$ cat config.mk
export PLATFORM = sky130hd
export DESIGN_NAME = uart_modem_ctl
export DESIGN_NICKNAME = d
export VERILOG_FILES = /design/src/rtl/uart_mcr_pkg.sv /design/src/rtl/uart_mcr_regs.sv /design/src/rtl/uart_mcr_route.sv /design/src/rtl/uart_mcr_prescale.sv /design/src/rtl/uart_modem_ctl.sv
export SDC_FILE = /design/constraint.sdc
export NUM_CORES = 1
export LEC_CHECK = 0
export BUFFER_PORTS_ARGS = -buffer_cell sky130_fd_sc_hd__clkbuf_2
export CAP_MARGIN = 15
export CELL_PAD_IN_SITES_DETAIL_PLACEMENT = 0
export CELL_PAD_IN_SITES_GLOBAL_PLACEMENT = 1
export CORE_MARGIN = 5
export CORE_UTILIZATION = 29
export CTS_CLUSTER_DIAMETER = 100
export DETAILED_ROUTE_END_ITERATION = 8
export HOLD_SLACK_MARGIN = 0.06
export PLACE_DENSITY = 0.76
export SLEW_MARGIN = 20
export SYNTH_ARGS = -nofsm -noshare
export SYNTH_HDL_FRONTEND = slang
export SYNTH_HIERARCHICAL = 1
export SYNTH_SLANG_ARGS = --single-unit
export TNS_END_PERCENT = 30
$ cat constraint.sdc
create_clock -name clk -period 1.5 [get_ports clk]
set_clock_uncertainty 0.2 [all_clocks]
set_input_delay 0.15 -clock clk [delete_from_list [all_inputs] [get_ports clk]]
set_output_delay 0.15 -clock clk [all_outputs]
set_load 0.02 [all_outputs]
$ cat src/rtl/uart_mcr_pkg.sv
package uart_mcr_pkg;
  localparam int MCR_W       = 8;
  localparam int B_POLARITY  = 2;
  localparam int B_IRQ_GATE  = 3;
  localparam int B_LOOP      = 4;
  localparam int B_IR_EN     = 6;
  localparam int B_PRESCALE  = 7;

  typedef struct packed {
    logic loop_on;
    logic ir_on;
    logic ir_inv;
    logic irq_gate;
    logic div4_req;
  } mcr_ctl_t;
endpackage

$ cat src/rtl/uart_mcr_regs.sv
module uart_mcr_regs
  import uart_mcr_pkg::*;
#(
  parameter int W = MCR_W
) (
  input  logic         clk,
  input  logic         rst_n,
  input  logic         wr,
  input  logic [W-1:0] wdata,
  input  logic         ext_en,
  output logic [W-1:0] value,
  output mcr_ctl_t     ctl
);
  logic [W-1:0] mcr_q;

  always_ff @(posedge clk or negedge rst_n) begin
    if (!rst_n)  mcr_q <= '0;
    else if (wr) mcr_q <= wdata;
  end

  assign value = mcr_q;

  // enhanced-feature gating applies to decoded controls only, not readback
  always_comb begin
    ctl.loop_on  = mcr_q[B_LOOP];
    ctl.ir_on    = mcr_q[B_IR_EN] & ext_en;
    ctl.ir_inv   = mcr_q[B_POLARITY];
    ctl.irq_gate = mcr_q[B_IRQ_GATE];
    ctl.div4_req = mcr_q[B_PRESCALE] & ext_en;
  end
endmodule

$ cat src/rtl/uart_mcr_route.sv
module uart_mcr_route
  import uart_mcr_pkg::*;
(
  input  mcr_ctl_t ctl,
  input  logic     tx_bit,
  output logic     rx_bit,
  output logic     txd,
  input  logic     rxd,
  output logic     ir_enc_data,
  input  logic     ir_enc_pulse,
  output logic     irtx,
  input  logic     irrx,
  output logic     ir_dec_pulse,
  input  logic     ir_dec_data,
  input  logic     ri_n,
  output logic     ri_flag
);
  logic ir_path;

  // loopback wins over infrared
  assign ir_path = ctl.ir_on & ~ctl.loop_on;

  always_comb begin
    if (ctl.loop_on)     rx_bit = tx_bit;
    else if (ctl.ir_on)  rx_bit = ir_dec_data;
    else                 rx_bit = rxd;

    txd          = (ctl.loop_on | ctl.ir_on) ? 1'b1 : tx_bit;
    ir_enc_data  = ir_path ? tx_bit : 1'b1;
    irtx         = ir_path ? ir_enc_pulse : 1'b0;
    ir_dec_pulse = ctl.ir_on ? (irrx ^ ctl.ir_inv) : 1'b0;
    ri_flag      = ctl.loop_on ? ctl.ir_inv : ~ri_n;
  end
endmodule

$ cat src/rtl/uart_mcr_prescale.sv
module uart_mcr_prescale #(
  parameter int DIV   = 4,
  localparam int CNT_W = (DIV > 1) ? $clog2(DIV) : 1
) (
  input  logic clk,
  input  logic rst_n,
  input  logic div_req,
  output logic ce
);
  logic [CNT_W-1:0] cnt_q;
  logic             sel_q;
  logic             sel_eff;
  logic             wrap;
  logic             ce_q;

  assign wrap    = (cnt_q == CNT_W'(DIV - 1));
  // selection only changes at the wrap point: no short gaps
  assign sel_eff = wrap ? div_req : sel_q;

  always_ff @(posedge clk or negedge rst_n) begin
    if (!rst_n) begin
      cnt_q <= '0;
      sel_q <= 1'b0;
      ce_q  <= 1'b0;
    end else begin
      cnt_q <= wrap ? '0 : cnt_q + 1'b1;
      sel_q <= sel_eff;
      ce_q  <= sel_eff ? wrap : 1'b1;
    end
  end

  assign ce = ce_q;
endmodule

$ cat src/rtl/uart_modem_ctl.sv
module uart_modem_ctl
  import uart_mcr_pkg::*;
#(
  parameter int PRESCALE_DIV = 4
) (
  input  logic       clk,
  input  logic       rst_n,
  input  logic       reg_wr,
  input  logic [7:0] reg_wdata,
  output logic [7:0] reg_rdata,
  input  logic       ext_en,
  input  logic       tx_bit,
  output logic       rx_bit,
  output logic       txd,
  input  logic       rxd,
  output logic       ir_enc_data,
  input  logic       ir_enc_pulse,
  output logic       irtx,
  input  logic       irrx,
  output logic       ir_dec_pulse,
  input  logic       ir_dec_data,
  input  logic       ri_n,
  output logic       ri_flag,
  input  logic       irq_req,
  output logic       irq_out,
  output logic       irq_oe,
  output logic       op2_n,
  output logic       baud_ce
);
  mcr_ctl_t ctl;

  uart_mcr_regs #(.W(MCR_W)) u_regs (
    .clk(clk), .rst_n(rst_n), .wr(reg_wr), .wdata(reg_wdata),
    .ext_en(ext_en), .value(reg_rdata), .ctl(ctl)
  );

  uart_mcr_route u_route (
    .ctl(ctl), .tx_bit(tx_bit), .rx_bit(rx_bit), .txd(txd), .rxd(rxd),
    .ir_enc_data(ir_enc_data), .ir_enc_pulse(ir_enc_pulse), .irtx(irtx),
    .irrx(irrx), .ir_dec_pulse(ir_dec_pulse), .ir_dec_data(ir_dec_data),
    .ri_n(ri_n), .ri_flag(ri_flag)
  );

  uart_mcr_prescale #(.DIV(PRESCALE_DIV)) u_presc (
    .clk(clk), .rst_n(rst_n), .div_req(ctl.div4_req), .ce(baud_ce)
  );

  // one bit gates the interrupt driver and sets the spare output
  assign irq_out = irq_req;
  assign irq_oe  = ctl.irq_gate;
  assign op2_n   = ~ctl.irq_gate;
endmodule

==> flow_summary.json, run 1 <==
{
  "wirelength_mm": 1.30,
  "yosysUniqueCellTypes": 14,
  "synthMostInstantiatedCell": "dfrtp_1",
  "root_buffer": "clkbuf_4",
  "critPathCaptureType": "output port",
  "antenna_cells": 0,
  "fmax_ghz": 0.622,
  "yosys.area.top_type": "dfrtp_1",
  "fillers": 188,
  "drt_pass1_iterations": 2,
  "crit_arrival_ps": 1260,
  "syn_area_sq_um": 584,
  "status": "finished with violations",
  "vias_per_cell": 4.11,
  "instances_no_fill": 116,
  "ir_drop_uv": 412,
  "async_flop_share": 1.00,
  "post-route-period-util": 1.07,
  "fp.coreArea_sq_um": 1940,
  "setup.worst_path.start_class": "flip-flop",
  "grt_first_pass_wirelength_mm": 2.08,
  "cts_buffer_depth": 2,
  "drc_errors": 0,
  "rows": 16,
  "finalSetupViolCount": 3,
  "numCtsBuffers": 3,
  "path_class": "flip-flop to output port",
  "final_core_util": 0.470,
  "synth-edff-count": 0,
  "num_io_pins": 37,
  "synthFlopType": "dfrtp_1",
  "h-tree-depth": 1,
  "violations": "negative setup slack",
  "ys_top_cells_by_count": "dfrtp_1 (12), mux2_4 (9), buf_4 (4)",
  "crit_fanout": 4,
  "grt_setup_unrepaired": "true",
  "multi_input_comb_area_sq_um": 243,
  "maxCapViolCount": 0,
  "area_delta_synth_final_pct": 56.3,
  "dp_cells": 102,
  "crit_required_ps": 1150,
  "grt_max_degree": 13,
  "dp.final_hpwl_um": 963,
  "placed_area_sq_um": 762,
  "grt_pass1_vias": 513,
  "finalCriticalPeriod_ps": 1610,
  "numPortBuffers": 34,
  "gp_congestion": 0.609,
  "drt_iter0_drc": 3,
  "hold_class": "input pin to flip-flop",
  "die_area_sq_um": 3010,
  "antenna_found_initial": 0,
  "yosysSeqAreaShare": 0.514,
  "dieWidth_um": 54.9,
  "postLayoutCellArea_sq_um": 913,
  "power_density_nw_per_um2": 874,
  "syn_inst": 44,
  "syn_nets": 64,
  "initial_core_util": 0.301,
  "maxSlewHeadroom": 0.806,
  "grt_usage": 0.102,
  "ys_top_cells_by_area": "dfrtp_1 (51%), mux2_4 (23%), buf_4 (5.1%)",
  "clock_sinks": 12,
  "pre_cts_slack_ps": 87.9,
  "finalMaxSlewViolations": 0,
  "clk_latency_ps": 260,
  "cts_tree": "done",
  "drtAntennaViolNets": 0,
  "hold_violations": 0,
  "synth.top_cell.area_share": 0.514,
  "die_h_um": 54.9,
  "path_clk_slew_ps": 70,
  "drive_gt1_frac": 0.596,
  "worst_pin_slew_ps": 292,
  "synth-seq-cells": 12,
  "p_leak_nw": 0.489,
  "seqCellArea_sq_um": 300,
  "num_vias": 477,
  "syn_area_per_cell_sq_um": 13.3,
  "wl_per_cell_um": 11.2,
  "yosys_warnings": 6,
  "fin_ws_ps": -107,
  "grt-ovfl-total": 0,
  "fin_nets": 111
}
## final cells by class
class                   count  area share
inverters                   2     0.00822
flip-flops and latches     12       0.329
clock buffers               3      0.0247
well taps                  27      0.0370
repair buffers             47       0.336
multi-input cells          25       0.266
## metal layers
metal,global-route usage,routed length [um],share of wire
met1,0.125,529,0.41
met2,0.154,644,0.49
met3,0.0327,116,0.089
met5,0,0,0
met4,0.0622,13,0.010
## logic make-up after synthesis
logic type,Yosys count,synth area share
compound gates,1,0.00856
buf+inv,7,0.0835
flops,12,0.514
xor+xnor,1,0.0150
fa+ha+maj,1,0.0214
mux,11,0.266
simple gates,11,0.0921
## cell usage in the layout (no fill, tap or decap), drive strengths merged
| master | count |
|---|---|
| ha | 1 |
| clkbuf | 32 |
| mux2i | 2 |
| dlygate4sd3 | 9 |
| mux2 | 9 |
| or3 | 1 |
| o21ai | 1 |
| nand2 | 3 |
| nand2b | 1 |
| dfrtp | 12 |
| inv | 2 |
| nor2 | 3 |
| xor2 | 1 |
| buf | 9 |
| and2 | 3 |
## timing repair
| item | 4_1_cts | 5_1_grt |
|---|---|---|
| pin swaps | 2 | 0 |
| endpoints found under the hold margin | 20 | 0 |
| gates cloned | 0 | 0 |
| hold buffers | 9 | 0 |
| setup endpoints to repair | 4 | 6 |
| setup buffers | 2 | 0 |
| resized for setup | 4 | 9 |
## critical path: stages, from the launching register on
cell,delay [ps]
dfrtp_1,370
and2_4,150
or3_1,310
clkbuf_8,160
## sequential cells by signal (all words and copies together), names as in the netlist
register       count
u_presc/sel_q      1
u_presc/cnt_q      2
u_regs/value       8
u_presc/ce         1
## path summary, 6_finish.rpt
path                                   from               end  slack (ps)  depth (start not counted)
setup / recovery            u_regs/value[6]               txd        -110                          3
hold / removal                       ext_en     u_presc/sel_q          60                          3
setup reg to reg           u_presc/cnt_q[0]     u_presc/sel_q         280                          2
hold reg to reg            u_presc/cnt_q[0]  u_presc/cnt_q[0]         230                          1
max in group asynchronous             rst_n        u_presc/ce         770                          2
min in group asynchronous             rst_n     u_presc/sel_q         110                          2
## metrics by stage
stage	power (W)	setup TNS, ps	hold WS, ps
3_5_place_dp	0.000583	0	-153
2_1_floorplan	0.000512	0	-346
6_report	0.000799	-137	63.8
5_1_grt	0.000840	-411	82.3
4_1_cts	0.000804	-195	62.7
3_3_place_gp	0.000579	0	-160
## where the power goes
group / leakage (nW) / internal [W] / total (W) / switching [W]
logic: 0.335 / 0.000127 / 0.000244 / 0.000116
registers: 0.141 / 0.000349 / 0.000369 / 0.0000199
clock network: 0.0138 / 0.0000926 / 0.000186 / 0.0000934
No activity file was read; power rests on OpenSTA's default activity.
==> inputs of run 2 (changes only) <==
--- a/config.mk
+++ b/config.mk
@@ -15,6 +15,7 @@
 export DETAILED_ROUTE_END_ITERATION = 8
 export HOLD_SLACK_MARGIN = 0.06
 export PLACE_DENSITY = 0.76
+export SKIP_LAST_GASP = 1
 export SLEW_MARGIN = 20
 export SYNTH_ARGS = -nofsm -noshare
 export SYNTH_HDL_FRONTEND = slang
==> flow_summary.json, run 2 (synthesis results as in run 1) <==
{
  "finalCriticalPeriod_ps": 1610,
  "dieWidth_um": 54.9,
  "maxSlewHeadroom": 0.806,
  "largest_reg_flops": 8,
  "wl_per_cell_um": 11.0,
  "initial_core_util": 0.301,
  "numPortBuffers": 34,
  "antenna_cells": 0,
  "path_clk_slew_ps": 70,
  "cts_buffer_depth": 2,
  "drt_pass1_iterations": 2,
  "grt_setup_unrepaired": "true",
  "area_delta_synth_final_pct": 54.2,
  "fp.coreArea_sq_um": 1940,
  "post-route-period-util": 1.07,
  "setup.worst_path.start_class": "flip-flop",
  "drtAntennaViolNets": 0,
  "clk_latency_ps": 260,
  "die_h_um": 54.9,
  "cp-startpoint": "u_regs/value[6]",
  "drc_errors": 0,
  "fmax_ghz": 0.623,
  "final_core_util": 0.464,
  "crit_fanout": 4,
  "fin_ws_ps": -106,
  "h-tree-depth": 1,
  "cts_tree": "done",
  "power_density_nw_per_um2": 878,
  "gp_congestion": 0.609,
  "rows": 16,
  "grt_usage": 0.102,
  "holdWs_ps": 64.0,
  "hp-start": "ext_en",
  "grt_first_pass_wirelength_mm": 2.08,
  "maxCapViolCount": 0,
  "dp.final_hpwl_um": 963,
  "critPathCaptureType": "output port",
  "finalMaxSlewViolations": 0,
  "final_common_cell": "clkbuf_2",
  "placed_area_sq_um": 762,
  "grt_pass1_vias": 513,
  "hold_violations": 0,
  "ir_drop_uv": 412,
  "finalSetupViolCount": 3,
  "violations": "negative setup slack",
  "hold_class": "input pin to flip-flop",
  "p_leak_nw": 0.487,
  "root_buffer": "clkbuf_4",
  "grt-ovfl-total": 0,
  "antenna_found_initial": 0,
  "fin_nets": 111,
  "grt_max_degree": 13,
  "p_total_w": 0.000791,
  "final_cell_mix": "clkbuf_2 (33), dfrtp_1 (12), dlygate4sd3_1 (9), mux2_4 (9), buf_4 (4)",
  "wirelength_mm": 1.27,
  "num_io_pins": 37,
  "dp_cells": 102,
  "die_area_sq_um": 3010,
  "r2r_start": "u_presc/cnt_q[0]",
  "status": "finished with violations",
  "worst_pin_slew_ps": 291,
  "crit_required_ps": 1150,
  "num_vias": 474,
  "numCtsBuffers": 3,
  "instances_no_fill": 116,
  "drt_iter0_drc": 3,
  "clock_sinks": 12,
  "vias_per_cell": 4.09,
  "fillers": 186,
  "postLayoutCellArea_sq_um": 901,
  "drive_gt1_frac": 0.573,
  "crit_arrival_ps": 1260,
  "path_class": "flip-flop to output port"
}
## run 2: final cells by class
class	count	area (sq um)	area share
Sequential cell	12	300	0.333
Clock buffer	3	22.5	0.0250
Inverter	2	7.51	0.00833
Multi-Input combinational cell	25	238	0.264
Timing Repair Buffer	47	299	0.332
Tap cell	27	33.8	0.0375
## run 2: metrics by stage
step | TNS [ps] | setup WS [ps]
final | -150 | -106
after global routing | -490 | -148
after CTS | -198 | -112
after detailed placement | 0 | 87.9
after global placement | 0 | 97.5
after floorplan | 0 | 33.3
## run 2: critical path, cell delays in order (launching register included)
cell	delay, ps
dfrtp_1	370
and2_4	150
or3_1	310
clkbuf_8	160
## run 2: what timing repair did
action                                  4_1_cts  5_1_grt
endpoints found under the setup margin        4        6
hold endpoints to repair                     20        0
cloned                                        0        0
pin swaps                                     2        0
gates resized for setup                       3        0
hold buffers                                  9        0
buffers inserted                              2        0
## run 2: power breakdown
group          switching [W]  leakage (nW)  internal, W
Sequential         0.0000198         0.141     0.000349
Clock              0.0000932        0.0138    0.0000926
Combinational       0.000114         0.332     0.000122
Total               0.000227         0.487     0.000564
## run 2: path summary, 6_finish.rpt
path | cells after the start | slack, ps | to
hold / removal | 3 | 60 | u_presc/sel_q
max in group asynchronous | 2 | 770 | u_presc/ce
setup / recovery | 3 | -110 | txd
setup reg to reg | 2 | 280 | u_presc/sel_q
min in group asynchronous | 2 | 110 | u_presc/sel_q
hold reg to reg | 1 | 230 | u_presc/cnt_q[0]
## run 2: routing by layer
metal	part of all wire	GRT usage	wire length (um)
met4	0.010	0.0622	13
met2	0.49	0.154	618
met1	0.41	0.125	524
met3	0.090	0.0327	115
met5	0	0	0
